$ cat config.mk
export PLATFORM = sky130hd
export DESIGN_NAME = irq_svc_core
export DESIGN_NICKNAME = d
export VERILOG_FILES = /design/src/rtl/irq_svc_pkg.sv /design/src/rtl/irq_pin_slot.sv /design/src/rtl/irq_eoi_match.sv /design/src/rtl/irq_dispatch.sv /design/src/rtl/irq_svc_core.sv
export SDC_FILE = /design/constraint.sdc
export NUM_CORES = 1
export LEC_CHECK = 0
export BUFFER_PORTS_ARGS = -buffer_cell sky130_fd_sc_hd__buf_2
export CELL_PAD_IN_SITES_DETAIL_PLACEMENT = 0
export CELL_PAD_IN_SITES_GLOBAL_PLACEMENT = 1
export CORE_AREA = 10 10 253 255
export DETAILED_ROUTE_END_ITERATION = 16
export DIE_AREA = 0 0 263 265
export HOLD_SLACK_MARGIN = 0.06
export PLACE_DENSITY_LB_ADDON = 0.1
export SLEW_MARGIN = 20
export SYNTH_ARGS = -nofsm -noshare
export SYNTH_HDL_FRONTEND = slang
export SYNTH_SLANG_ARGS = --single-unit
$ cat constraint.sdc
create_clock -name clk -period 7.88 [get_ports clk]
set_clock_uncertainty 0.15 [all_clocks]
set_input_delay 1.576 -clock clk [delete_from_list [all_inputs] [get_ports clk]]
set_output_delay 1.576 -clock clk [all_outputs]
set_load 0.01 [all_outputs]
$ cat src/rtl/irq_svc_pkg.sv
// Shared constants and helpers for the interrupt servicing block.
// Assumes a 3-bit delivery mode code.
package irq_svc_pkg;

    localparam logic [2:0] MODE_FIXED  = 3'b000;
    localparam logic [2:0] MODE_LOWPRI = 3'b001;
    localparam logic [2:0] MODE_NMI    = 3'b100;

    // True when a mode code leads to a delivery.
    function automatic logic mode_deliverable(input logic [2:0] m);
        return (m == MODE_FIXED) || (m == MODE_LOWPRI) || (m == MODE_NMI);
    endfunction

endpackage

$ cat src/rtl/irq_pin_slot.sv
// State for one interrupt input: effective-level history, pending bit,
// in-service bit and the service-candidate flag.
// Assumes the dispatcher picks at most one slot per cycle. If an accept
// and an end-of-interrupt hit land in the same cycle, the accept wins.
module irq_pin_slot (
    input  logic clk,
    input  logic rst_n,
    input  logic raw,
    input  logic pol,
    input  logic lvl,
    input  logic mask,
    input  logic eoi_hit,
    input  logic reg_svc,
    input  logic pick,
    input  logic acc_set,
    output logic pending,
    output logic in_service,
    output logic want
);
    logic eff;
    logic eff_q;
    logic rise;
    logic rise_svc;

    assign eff      = raw ^ pol;
    assign rise     = eff & ~eff_q;
    assign rise_svc = rise & ((~lvl & ~pending) | ~in_service);

    // Remember the previous effective level for rising-edge detection.
    always_ff @(posedge clk) begin
        if (!rst_n) eff_q <= 1'b0;
        else        eff_q <= eff;
    end

    // Pending bit: set on a rise, cleared by an inactive level or an edge service.
    always_ff @(posedge clk) begin
        if (!rst_n)           pending <= 1'b0;
        else if (!eff)        pending <= 1'b0;
        else if (rise)        pending <= 1'b1;
        else if (pick && !lvl) pending <= 1'b0;
    end

    // In-service bit: set by an accepted level delivery, cleared by a matching EOI.
    always_ff @(posedge clk) begin
        if (!rst_n)       in_service <= 1'b0;
        else if (acc_set) in_service <= 1'b1;
        else if (eoi_hit) in_service <= 1'b0;
    end

    // Candidate flag: raised by any trigger, dropped when the dispatcher picks it.
    always_ff @(posedge clk) begin
        if (!rst_n)
            want <= 1'b0;
        else if (rise_svc || (eoi_hit && !mask && pending) || (reg_svc && pending))
            want <= 1'b1;
        else if (pick)
            want <= 1'b0;
    end

endmodule

$ cat src/rtl/irq_eoi_match.sv
// Compares an end-of-interrupt vector against every entry at once and
// flags all matches. Edge-flagged broadcasts match nothing.
module irq_eoi_match #(
    parameter int N  = 24,
    parameter int VW = 8
) (
    input  logic            eoi_valid,
    input  logic            eoi_level,
    input  logic [VW-1:0]   eoi_vec,
    input  logic [N*VW-1:0] ent_vec,
    output logic [N-1:0]    hit
);
    // One comparator per entry.
    for (genvar i = 0; i < N; i++) begin : g_cmp
        assign hit[i] = eoi_valid & eoi_level & (ent_vec[i*VW +: VW] == eoi_vec);
    end

endmodule

$ cat src/rtl/irq_dispatch.sv
// Takes the lowest-numbered candidate when idle, drops it if it is masked
// or its mode is not deliverable, and otherwise holds a delivery request
// until acknowledged. Input 0 is always routed to processor 0.
module irq_dispatch
    import irq_svc_pkg::*;
#(
    parameter int N  = 24,
    parameter int VW = 8,
    parameter int DW = 8,
    parameter int PW = 5
) (
    input  logic            clk,
    input  logic            rst_n,
    input  logic [N-1:0]    want,
    input  logic [N-1:0]    mask,
    input  logic [N-1:0]    lvl,
    input  logic [N*VW-1:0] ent_vec,
    input  logic [N*DW-1:0] ent_dest,
    input  logic [N*3-1:0]  ent_mode,
    input  logic            dlv_ack,
    input  logic            dlv_accepted,
    output logic [N-1:0]    pick,
    output logic [N-1:0]    acc_set,
    output logic            dlv_req,
    output logic [PW-1:0]   dlv_pin,
    output logic [VW-1:0]   dlv_vector,
    output logic [DW-1:0]   dlv_dest,
    output logic [2:0]      dlv_mode,
    output logic            dlv_level,
    output logic            dlv_force0
);
    logic          busy;
    logic          sel_any;
    logic [PW-1:0] sel_idx;
    logic          sel_ok;
    logic [2:0]    sel_mode;

    // Priority encoder: find the lowest-numbered candidate.
    always_comb begin
        sel_any = 1'b0;
        sel_idx = '0;
        for (int i = N - 1; i >= 0; i--) begin
            if (want[i]) begin
                sel_any = 1'b1;
                sel_idx = PW'(i);
            end
        end
    end

    assign sel_mode = ent_mode[int'(sel_idx)*3 +: 3];
    assign sel_ok   = !mask[sel_idx] && mode_deliverable(sel_mode);
    assign pick     = (!busy && sel_any) ? (N'(1) << sel_idx) : '0;
    assign acc_set  = (busy && dlv_ack && dlv_accepted && dlv_level) ? (N'(1) << dlv_pin) : '0;
    assign dlv_req  = busy;

    // Delivery register: load on a deliverable pick, release on acknowledge.
    always_ff @(posedge clk) begin
        if (!rst_n) begin
            busy       <= 1'b0;
            dlv_pin    <= '0;
            dlv_vector <= '0;
            dlv_dest   <= '0;
            dlv_mode   <= MODE_FIXED;
            dlv_level  <= 1'b0;
            dlv_force0 <= 1'b0;
        end else if (busy) begin
            if (dlv_ack) busy <= 1'b0;
        end else if (sel_any && sel_ok) begin
            busy       <= 1'b1;
            dlv_pin    <= sel_idx;
            dlv_vector <= ent_vec[int'(sel_idx)*VW +: VW];
            dlv_dest   <= (sel_idx == '0) ? '0 : ent_dest[int'(sel_idx)*DW +: DW];
            dlv_mode   <= sel_mode;
            dlv_level  <= lvl[sel_idx];
            dlv_force0 <= (sel_idx == '0);
        end
    end

endmodule

$ cat src/rtl/irq_svc_core.sv
// Top of the interrupt servicing block: one state slot per input, a
// parallel end-of-interrupt vector matcher and a single-outstanding
// dispatcher. Entries are held outside this block and are assumed stable
// while their input is being serviced.
module irq_svc_core #(
    parameter  int N  = 24,
    parameter  int VW = 8,
    parameter  int DW = 8,
    localparam int PW = (N > 1) ? $clog2(N) : 1
) (
    input  logic            clk,
    input  logic            rst_n,
    input  logic [N-1:0]    irq_raw,
    input  logic [N-1:0]    ent_mask,
    input  logic [N-1:0]    ent_pol,
    input  logic [N-1:0]    ent_lvl,
    input  logic [N*VW-1:0] ent_vec,
    input  logic [N*DW-1:0] ent_dest,
    input  logic [N*3-1:0]  ent_mode,
    input  logic [N-1:0]    svc_req,
    input  logic            eoi_valid,
    input  logic            eoi_level,
    input  logic [VW-1:0]   eoi_vec,
    output logic            dlv_req,
    output logic [PW-1:0]   dlv_pin,
    output logic [VW-1:0]   dlv_vector,
    output logic [DW-1:0]   dlv_dest,
    output logic [2:0]      dlv_mode,
    output logic            dlv_level,
    output logic            dlv_force0,
    input  logic            dlv_ack,
    input  logic            dlv_accepted,
    output logic [N-1:0]    pending,
    output logic [N-1:0]    in_service
);
    logic [N-1:0] eoi_hit;
    logic [N-1:0] want;
    logic [N-1:0] pick;
    logic [N-1:0] acc_set;

    irq_eoi_match #(.N(N), .VW(VW)) u_eoi (
        .eoi_valid (eoi_valid),
        .eoi_level (eoi_level),
        .eoi_vec   (eoi_vec),
        .ent_vec   (ent_vec),
        .hit       (eoi_hit)
    );

    // One state slot per interrupt input.
    for (genvar i = 0; i < N; i++) begin : g_slot
        irq_pin_slot u_slot (
            .clk        (clk),
            .rst_n      (rst_n),
            .raw        (irq_raw[i]),
            .pol        (ent_pol[i]),
            .lvl        (ent_lvl[i]),
            .mask       (ent_mask[i]),
            .eoi_hit    (eoi_hit[i]),
            .reg_svc    (svc_req[i]),
            .pick       (pick[i]),
            .acc_set    (acc_set[i]),
            .pending    (pending[i]),
            .in_service (in_service[i]),
            .want       (want[i])
        );
    end

    irq_dispatch #(.N(N), .VW(VW), .DW(DW), .PW(PW)) u_disp (
        .clk          (clk),
        .rst_n        (rst_n),
        .want         (want),
        .mask         (ent_mask),
        .lvl          (ent_lvl),
        .ent_vec      (ent_vec),
        .ent_dest     (ent_dest),
        .ent_mode     (ent_mode),
        .dlv_ack      (dlv_ack),
        .dlv_accepted (dlv_accepted),
        .pick         (pick),
        .acc_set      (acc_set),
        .dlv_req      (dlv_req),
        .dlv_pin      (dlv_pin),
        .dlv_vector   (dlv_vector),
        .dlv_dest     (dlv_dest),
        .dlv_mode     (dlv_mode),
        .dlv_level    (dlv_level),
        .dlv_force0   (dlv_force0)
    );

endmodule

==> results of run 1 <==
-- power breakdown --
part	internal [mW]	switching (mW)	leakage, nW
registers	0.690	0.0820	1.01
logic	0.626	1.27	6.03
clock network	0.539	0.348	0.307
total	1.86	1.70	7.35
-- layer usage --
layer | part of all wire (%) | global-route usage, % | routed length, µm | up-vias
li1 | - | - | - | 7245
met1 | 40 | 30.9 | 39100 | 7802
met2 | 47 | 43.4 | 45900 | 712
met3 | 8.8 | 8.84 | 8540 | 132
met4 | 3.1 | 10.4 | 3010 | 36
met5 | 0.23 | 0 | 224 | -
-- flip-flops by register name, indices dropped and copies added, names as in the netlist --
name	cells
g_slot.u_slot.eff_q	24
g_slot.u_slot.in_service	24
g_slot.u_slot.pending	24
g_slot.u_slot.want	24
u_disp.dlv_dest	8
u_disp.dlv_vector	8
u_disp.dlv_pin	5
u_disp.dlv_mode	3
u_disp.dlv_force0	1
u_disp.dlv_level	1
u_disp.dlv_req	1
-- stage by stage --
| step | instances | instance area, µm² |
|---|---|---|
| 2_1_floorplan | 1674 | 12300 |
| 3_3_place_gp | 2965 | 16000 |
| 3_5_place_dp | 2965 | 16000 |
| 4_1_cts | 2996 | 16600 |
| 5_1_grt | 3013 | 16700 |
| 6_report | 3022 | 16700 |
-- synth_stat cells, drive strengths merged (5+ instances only) --
| cell | number | share of area (%) |
|---|---|---|
| buf | 89 | 4.9 |
| nand2 | 199 | 6.1 |
| a21o | 7 | 0.47 |
| a2111oi | 10 | 0.71 |
| and3 | 17 | 0.87 |
| nand2b | 9 | 0.46 |
| nor4 | 32 | 1.7 |
| dfxtp | 123 | 20 |
| mux2 | 25 | 2.3 |
| a221oi | 23 | 1.8 |
| a32oi | 5 | 0.35 |
| mux2i | 61 | 4.9 |
| o32ai | 7 | 0.50 |
| xor2 | 192 | 14 |
| a31oi | 59 | 3.0 |
| o2111ai | 7 | 0.50 |
| inv | 16 | 0.49 |
| xnor2 | 24 | 1.7 |
| a21oi | 53 | 2.2 |
| o21ai | 131 | 5.3 |
| and2 | 26 | 1.3 |
| nand3 | 47 | 1.9 |
| or4 | 5 | 0.30 |
| o221ai | 36 | 2.6 |
| nor2 | 121 | 3.7 |
| o22ai | 8 | 0.41 |
| nand4 | 31 | 1.6 |
| nand3b | 15 | 0.91 |
| or3 | 18 | 0.91 |
| a211oi | 17 | 1.0 |
| nor2b | 7 | 0.35 |
| clkbuf | 84 | 2.7 |
| o211ai | 8 | 0.49 |
| a311oi | 6 | 0.43 |
| a22oi | 19 | 1.2 |
| a21boi | 24 | 1.5 |
| nor3 | 42 | 1.7 |
| o31ai | 18 | 1.1 |
-- worst max path at each step --
stage	startpoint	end	slack (ps)	cells after the start
2_1_floorplan	eoi_vec[0]	g_slot[2].u_slot.want	4300	8
3_3_place_gp	g_slot[0].u_slot.want	u_disp.dlv_vector[7]	2860	12
3_5_place_dp	g_slot[0].u_slot.want	u_disp.dlv_vector[7]	2890	12
4_1_cts	g_slot[3].u_slot.want	u_disp.dlv_vector[7]	2860	12
5_1_grt	g_slot[8].u_slot.want	u_disp.dlv_mode[1]	2650	10
6_report	g_slot[8].u_slot.want	u_disp.dlv_mode[1]	2820	10
-- logic make-up after synthesis --
group | Yosys count | share of synthesized area [%]
muxes | 86 | 7.23
AOI/OAI and AO/OA | 483 | 27.0
xor gates and xnor gates | 216 | 15.3
buffers and inverters | 191 | 8.25
and+or+nand+nor | 575 | 22.3
DFF | 123 | 19.9
-- cell type report --
cell class / count / area [µm²] / share of cell area (%)
clock buffer: 18 / 439 / 2.63
sequential: 123 / 2460 / 14.8
inverter: 16 / 60.1 / 0.360
tap: 773 / 967 / 5.80
timing repair buffer: 693 / 3550 / 21.3
clock inverter: 13 / 190 / 1.14
multi-input combinational: 1360 / 8940 / 53.6
antenna: 26 / 65.1 / 0.390
-- critical path, stage by stage, from the launching register on --
cell	delay [ps]
dfxtp_1	400
or4_1	560
nor3_2	290
o311ai_2	340
nand2_4	620
nand2_1	690
nor3_1	460
o311ai_1	230
a221oi_4	470
o21ai_4	360
and3_1	330
==> results_dict.tcl, run 1 <==
set metrics [dict create \
    numCtsBuffers 17 \
    timing.rr.start "g_slot[8].u_slot.want" \
    final_common_cell "buf_2" \
    synth_cell_types 85 \
    relSlewSlack_pct 30.4 \
    fillers 6693 \
    grt.total_usage_pct 26.3 \
    max_slew.worst_pin.slew_ps 1040 \
    synth_warnings 0 \
    hold_path_class "flop to flop" \
    leakage_nw 7.35 \
    syn_area_um2 12300 \
    synth_edf_count 0 \
    cts_hold_buf 0 \
    row_count 89 \
    wire_per_inst_um 32.0 \
    gp_congestion 0.889 \
    die_x_um 263 \
    layout-drive-gt1-share_pct 35.0 \
    cts_setup_buffers 0 \
    whs_path_depth 1 \
    postSynthCellCount 1674 \
    rsz0062_at_grt "false" \
    antenna_found_initial 50 \
    holdWs_ps 279 \
    vias 15900 \
    worstPathMaxFanout 28 \
    drt_wl_total_mm 96.7 \
    ant_nets 0 \
    synth_seq_cells 123 \
    portBuffers 659 \
    syn-mean-instance-area_um2 7.37 \
    place_ws_ps 2890 \
    r2r_slack_ps 2820 \
    status "finished, final reports clean" \
    synth_fp_nets 2264 \
    slew_violations 0 \
    ir_drop_uv 156 \
    die_area_um2 69700 \
    dp_hpwl_mm 78.3 \
    drt_iter0_drc 1149 \
    root_buffer "clkbuf_16" \
    die_h_um 265 \
    dr.pass1.iters 6 \
    layout_common_cells "659 x buf_2, 196 x nand2_1, 192 x xor2_1, 125 x o21ai_0, 123 x dfxtp_1" \
    arrival_ps 5260 \
    reg2reg_depth 10 \
    cts_buffer_depth 2 \
    h-tree-depth 4 \
    hp-start "g_slot[16].u_slot.eff_q" \
    holdPathEnd "g_slot[16].u_slot.pending" \
    critPathLaunchType "flop" \
    initial_utilization_pct 21.0 \
    final_util_pct 28.4 \
    grt_pass1_wl_mm 131 \
    coreArea_um2 58800 \
    grt_pass1_vias 16500 \
    required_ps 8080 \
    ys_seq_area_share_pct 19.9 \
    synthArstFlopShare_pct 0 \
    clock_latency_ps 460 \
    nets 2801 \
    clkSlewWorstSetupHoldPaths_ps 70 \
    grt_overflow 0 \
    p_per_area_nw_per_um2 213 \
    endpoint_kind "flop" \
    cts_resized 0 \
    period_needed_ps 5060 \
    hold_viol 0 \
    clock-sinks 123 \
    drc_errors 0 \
    finalSetupViolCount 0 \
    drv_cap 0 \
    timing.rr.end "u_disp.dlv_mode[1]" \
    area_delta_synth_final_pct 35.1 \
    max_freq_mhz 198 \
    grt_max_degree 71 \
    worst_slack_ps 2820 \
    vias_per_cell 5.27 \
    synthFlopType "dfxtp_1" \
    p_total_mw 3.55 \
    min_period_over_period_pct 64.2 \
    criticalPathCategory "flop to flop" \
    num_io_pins 665 \
    finalSetupTns_ps 0 \
    cts_tree "done" \
]
Note: power is estimated with default switching activity, not from simulation.
==> run 2: changes to the inputs <==
==> constraint.sdc (replaced) <==
create_clock -name clk -period 4.84 [get_ports clk]
set_clock_uncertainty 0.15 [all_clocks]
set_input_delay 0.968 -clock clk [delete_from_list [all_inputs] [get_ports clk]]
set_output_delay 0.968 -clock clk [all_outputs]
set_load 0.01 [all_outputs]
==> results_dict.tcl, run 2 (synthesis gave the netlist of run 1 again) <==
set metrics [dict create \
    place_ws_ps 336 \
    fillers 6664 \
    final_util_pct 28.8 \
    rsz0062_at_grt "false" \
    numCtsBuffers 17 \
    placed_cells 3007 \
    grt.total_usage_pct 26.5 \
    drt_wl_total_mm 97.5 \
    stdcell_area_um2 16900 \
    cts_resized 0 \
    crit_family "simple AND/OR/NAND/NOR gates" \
    gp_congestion 0.898 \
    clock-sinks 123 \
    num_io_pins 665 \
    cts_tree "done" \
    holdWs_ps 279 \
    p_per_area_nw_per_um2 339 \
    whs_path_depth 1 \
    required_ps 5030 \
    status "finished, final reports clean" \
    p_total_mw 5.74 \
    vias_per_cell 5.20 \
    cpPeakStageDelay_ps 620 \
    slowest_stage "a211oi_1" \
    dr.pass1.iters 5 \
    portBuffers 659 \
    multi_input_area_um2 8940 \
    max_slew.worst_pin.slew_ps 1090 \
    hold_viol 0 \
    wire_per_inst_um 31.9 \
    die_h_um 265 \
    holdPathEnd "g_slot[11].u_slot.pending" \
    coreArea_um2 58800 \
    criticalPathCategory "flop to flop" \
    ir_drop_uv 293 \
    relSlewSlack_pct 26.9 \
    layout_common_cells "659 x buf_2, 196 x nand2_1, 192 x xor2_1, 125 x o21ai_0, 123 x dfxtp_1" \
    finalSetupViolCount 0 \
    cts_buffer_depth 2 \
    max_freq_mhz 219 \
    root_buffer "clkbuf_16" \
    area_delta_synth_final_pct 37.3 \
    crit_top_cell "buf_4" \
    grt_pass1_wl_mm 132 \
    arrival_ps 4770 \
    grt_max_degree 69 \
    layout-drive-gt1-share_pct 36.2 \
    final_common_cell "buf_2" \
    r2r_slack_ps 260 \
    leakage_nw 7.54 \
    worstPathMaxFanout 19 \
    ant_nets 0 \
    slew_violations 0 \
    worst_slack_ps 264 \
    timing.rr.end "u_disp.dlv_mode[1]" \
    critPathLaunchType "flop" \
    regArea_um2 2460 \
    cts_hold_buf 0 \
    grt_overflow 0 \
    reg2reg_depth 12 \
    hold_path_class "flop to flop" \
    place_area_um2 16300 \
    drt_iter0_drc 1245 \
    crit_chain "or4_1 -> nor3_2 -> o311ai_2 -> nand2_4 -> buf_4 -> mux2_1 -> nand3_1 -> o221ai_1 -> a211oi_1 -> buf_4 -> o21ai_4 -> and3_1" \
    h-tree-depth 4 \
    antenna_found_initial 39 \
    finalSetupTns_ps 0 \
    dp_hpwl_mm 80.7 \
    clkSlewWorstSetupHoldPaths_ps 60 \
    grt_pass1_vias 16500 \
    endpoint_kind "flop" \
    instances_no_fill 3055 \
    hp-start "g_slot[11].u_slot.eff_q" \
    die_x_um 263 \
    initial_utilization_pct 21.0 \
    period_needed_ps 4580 \
    critPathBufInv 2 \
    nets 2843 \
    drv_cap 0 \
    timing.rr.start "g_slot[8].u_slot.want" \
    clock_latency_ps 460 \
    min_period_over_period_pct 94.5 \
    row_count 89 \
    die_area_um2 69700 \
    vias 15900 \
    cts_setup_buffers 0 \
    drc_errors 0 \
]
==> run 2: worst max-delay path by stage <==
stage / from / endpoint / slack (ps) / depth (start not counted)
floorplan: g_slot[8].u_slot.want / u_disp.dlv_dest[4] / 1520 / 13
global placement: g_slot[15].u_slot.want / u_disp.dlv_vector[7] / 290 / 11
detailed placement: g_slot[8].u_slot.want / u_disp.dlv_mode[1] / 340 / 12
CTS: g_slot[8].u_slot.want / u_disp.dlv_mode[1] / 300 / 12
global route: g_slot[8].u_slot.want / u_disp.dlv_mode[1] / 150 / 12
finish: g_slot[8].u_slot.want / u_disp.dlv_mode[1] / 260 / 12
==> run 2: area by class of cell <==
type	count	share of cell area, %
multi-input cells	1360	52.8
flip-flops and latches	123	14.5
inverters	16	0.354
clock buffers	18	2.53
well taps	773	5.71
clock inverters	14	0.812
diodes	16	0.236
repair buffers	735	23.1
==> run 2: power breakdown <==
| part | internal (mW) | leakage [nW] | switching, mW |
|---|---|---|---|
| clock network | 0.717 | 0.278 | 0.587 |
| registers | 1.12 | 1.01 | 0.123 |
| logic | 1.11 | 6.25 | 2.08 |
==> run 2: routing by layer <==
| metal | global-route usage (%) | up-vias | wire (µm) |
|---|---|---|---|
| met5 | 0 | - | 241 |
| met4 | 6.07 | 38 | 1870 |
| met3 | 8.53 | 119 | 7980 |
| met2 | 45.9 | 667 | 47800 |
| met1 | 31.2 | 7753 | 39600 |
| li1 | - | 7313 | - |
==> run 3: changes to the inputs <==
--- a/config.mk
+++ b/config.mk
@@ -8,12 +8,13 @@
 export BUFFER_PORTS_ARGS = -buffer_cell sky130_fd_sc_hd__buf_2
 export CELL_PAD_IN_SITES_DETAIL_PLACEMENT = 0
 export CELL_PAD_IN_SITES_GLOBAL_PLACEMENT = 1
-export CORE_AREA = 10 10 253 255
+export CORE_AREA = 10 10 250 252
 export DETAILED_ROUTE_END_ITERATION = 16
-export DIE_AREA = 0 0 263 265
+export DIE_AREA = 0 0 260 262
 export HOLD_SLACK_MARGIN = 0.06
 export PLACE_DENSITY_LB_ADDON = 0.1
 export SLEW_MARGIN = 20
 export SYNTH_ARGS = -nofsm -noshare
 export SYNTH_HDL_FRONTEND = slang
+export SYNTH_HIERARCHICAL = 1
 export SYNTH_SLANG_ARGS = --single-unit
==> results_dict.tcl, run 3 <==
set metrics [dict create \
    status "finished, final reports clean" \
    finalSetupTns_ps 0 \
    num_io_pins 665 \
    grt_max_degree 83 \
    max_freq_mhz 228 \
    synth_edf_count 0 \
    synthTopCellsByCount "360 x nand2_1, 184 x nand3_1, 167 x xnor2_1, 123 x dfxtp_1, 83 x nor2_1" \
    arrival_ps 4620 \
    required_ps 5070 \
    grt_pass1_wl_mm 121 \
    syn-mean-instance-area_um2 7.25 \
    cts_tree "done" \
    p_per_area_nw_per_um2 393 \
    whs_path_depth 1 \
    wire_per_inst_um 28.1 \
    numCtsBuffers 17 \
    cpPeakStageDelay_ps 660 \
    area_delta_synth_final_pct 36.4 \
    synthArstFlopShare_pct 0 \
    grt_overflow 0 \
    reg2reg_depth 12 \
    vias_per_cell 5.04 \
    die_x_um 260 \
    gp_congestion 0.887 \
    stdcell_area_um2 17500 \
    cts_buffer_depth 2 \
    clock_latency_ps 450 \
    die_area_um2 68100 \
    critPathLaunchType "flop" \
    cts_hold_buf 0 \
    synth.most_common_cell "nand2_1" \
    crit_top_cell "buf_4" \
    slowest_stage "a311oi_1" \
    criticalPathCategory "flop to flop" \
    die_h_um 262 \
    synth_largest_area_cell "dfxtp_1" \
    grt.total_usage_pct 24.7 \
    clock-sinks 123 \
    antenna_found_initial 34 \
    ant_nets 0 \
    final_util_pct 30.5 \
    endpoint_kind "flop" \
    synth_cell_types 71 \
    ys_seq_area_share_pct 19.2 \
    synth_seq_cells 123 \
    initial_utilization_pct 22.3 \
    timing.rr.start "g_slot[14].u_slot/want" \
    timing.rr.end "u_disp/dlv_dest[1]" \
    hold_viol 0 \
    relSlewSlack_pct 27.6 \
    final_common_cell "buf_2" \
    max_slew.worst_pin.slew_ps 1090 \
    cts_setup_buffers 0 \
    rsz0062_at_grt "false" \
    clkSlewWorstSetupHoldPaths_ps 60 \
    cts_resized 0 \
    r2r_slack_ps 450 \
    dr.pass1.iters 5 \
    period_needed_ps 4390 \
    drc_errors 0 \
    nets 2953 \
    drv_cap 0 \
    setup.worst_path.end "u_disp/dlv_dest[1]" \
    vias 15900 \
    postSynthCellCount 1766 \
    drt_wl_total_mm 88.8 \
    worstPathMaxFanout 50 \
    synth_warnings 6 \
    slew_violations 0 \
    syn_area_um2 12800 \
    synth_top_area_share_pct 19.2 \
    startpoint "g_slot[14].u_slot/want" \
    finalSetupViolCount 0 \
    layout_common_cells "656 x buf_2, 357 x nand2_1, 184 x nand3_1, 167 x xnor2_1, 123 x dfxtp_1" \
    synthFlopType "dfxtp_1" \
    h-tree-depth 4 \
    place_area_um2 16800 \
    drt_iter0_drc 912 \
    row_count 88 \
    hold_path_class "flop to flop" \
    p_total_mw 6.86 \
    coreArea_um2 57400 \
    synth_fp_nets 2356 \
    leakage_nw 7.63 \
    min_period_over_period_pct 90.8 \
    dp_hpwl_mm 72.9 \
    layout-drive-gt1-share_pct 35.2 \
    synthTopCellsByArea "dfxtp_1 19%, xnor2_1 11%, nand2_1 11%" \
    grt_pass1_vias 16300 \
    portBuffers 657 \
    root_buffer "clkbuf_16" \
    ir_drop_uv 265 \
    crit_chain "nor2b_1 -> o21bai_1 -> nand3b_1 -> o21ai_4 -> buf_4 -> buf_4 -> nand2_1 -> a311oi_1 -> buf_4 -> a311o_1 -> nand3b_1 -> mux2i_1" \
]
## run 3: layout make-up
type | instances | area (µm²)
Antenna cell | 16 | 40.0
Clock buffer | 17 | 425
Clock inverter | 15 | 221
Fill cell | 6471 | 39900
Inverter | 28 | 105
Multi-Input combinational cell | 1490 | 9570
Sequential cell | 123 | 2460
Tap cell | 765 | 957
Timing Repair Buffer | 703 | 3690
## run 3: power by group
group | internal [mW] | switching, mW
combinational | 1.42 | 2.65
clock | 0.913 | 0.534
sequential | 1.17 | 0.169
total | 3.51 | 3.35
## run 3: layer usage
metal | share of wire [%] | GRT usage [%] | routed length, µm | vias up
met3 | 7.4 | 6.18 | 6600 | 95
met4 | 1.8 | 5.67 | 1600 | 24
met5 | 0.15 | 0 | 137 | -
met1 | 40 | 28.9 | 35400 | 7664
li1 | - | - | - | 7509
met2 | 51 | 44.3 | 45100 | 632
## run 3: how the worst min path moves through the flow
| stage | slack [ps] | from | end |
|---|---|---|---|
| finish | 290 | g_slot[22].u_slot/eff_q | g_slot[22].u_slot/pending |
| global route | 300 | g_slot[22].u_slot/eff_q | g_slot[22].u_slot/pending |
| CTS | 290 | g_slot[7].u_slot/eff_q | g_slot[7].u_slot/pending |
| detailed placement | 280 | g_slot[7].u_slot/eff_q | g_slot[7].u_slot/pending |
| global placement | 270 | g_slot[22].u_slot/eff_q | g_slot[22].u_slot/pending |
| floorplan | 270 | g_slot[0].u_slot/eff_q | g_slot[0].u_slot/pending |
## run 3: kinds of logic (layout without fill, tap and decap cells)
| group | count (synthesis) | in the layout | share of synthesized area (%) |
|---|---|---|---|
| buf+inv | 153 | 763 | 6.66 |
| flops | 123 | 123 | 19.2 |
| xor+xnor | 216 | 216 | 14.8 |
| compound gates | 322 | 322 | 19.4 |
| other cells | 0 | 16 | 0 |
| simple gates | 863 | 863 | 32.5 |
| mux | 89 | 89 | 7.33 |
## run 3: worst max-delay path, delay by kind of cell (launching register included)
kind	cells	cell delay, ps
multiplexers	1	150
AND/OR/NAND/NOR	4	810
AO/OA/AOI/OAI	4	1660
buffers and inverters	3	1050
flip-flops	1	400
## run 3: metrics by stage
| step | hold WS (ps) | std cells | setup WS [ps] |
|---|---|---|---|
| CTS | 287 | 3141 | 456 |
| global route | 296 | 3147 | 259 |
| global placement | 270 | 3109 | 458 |
| detailed placement | 279 | 3109 | 475 |
| floorplan | 267 | 1766 | 1790 |
| finish | 287 | 3157 | 447 |
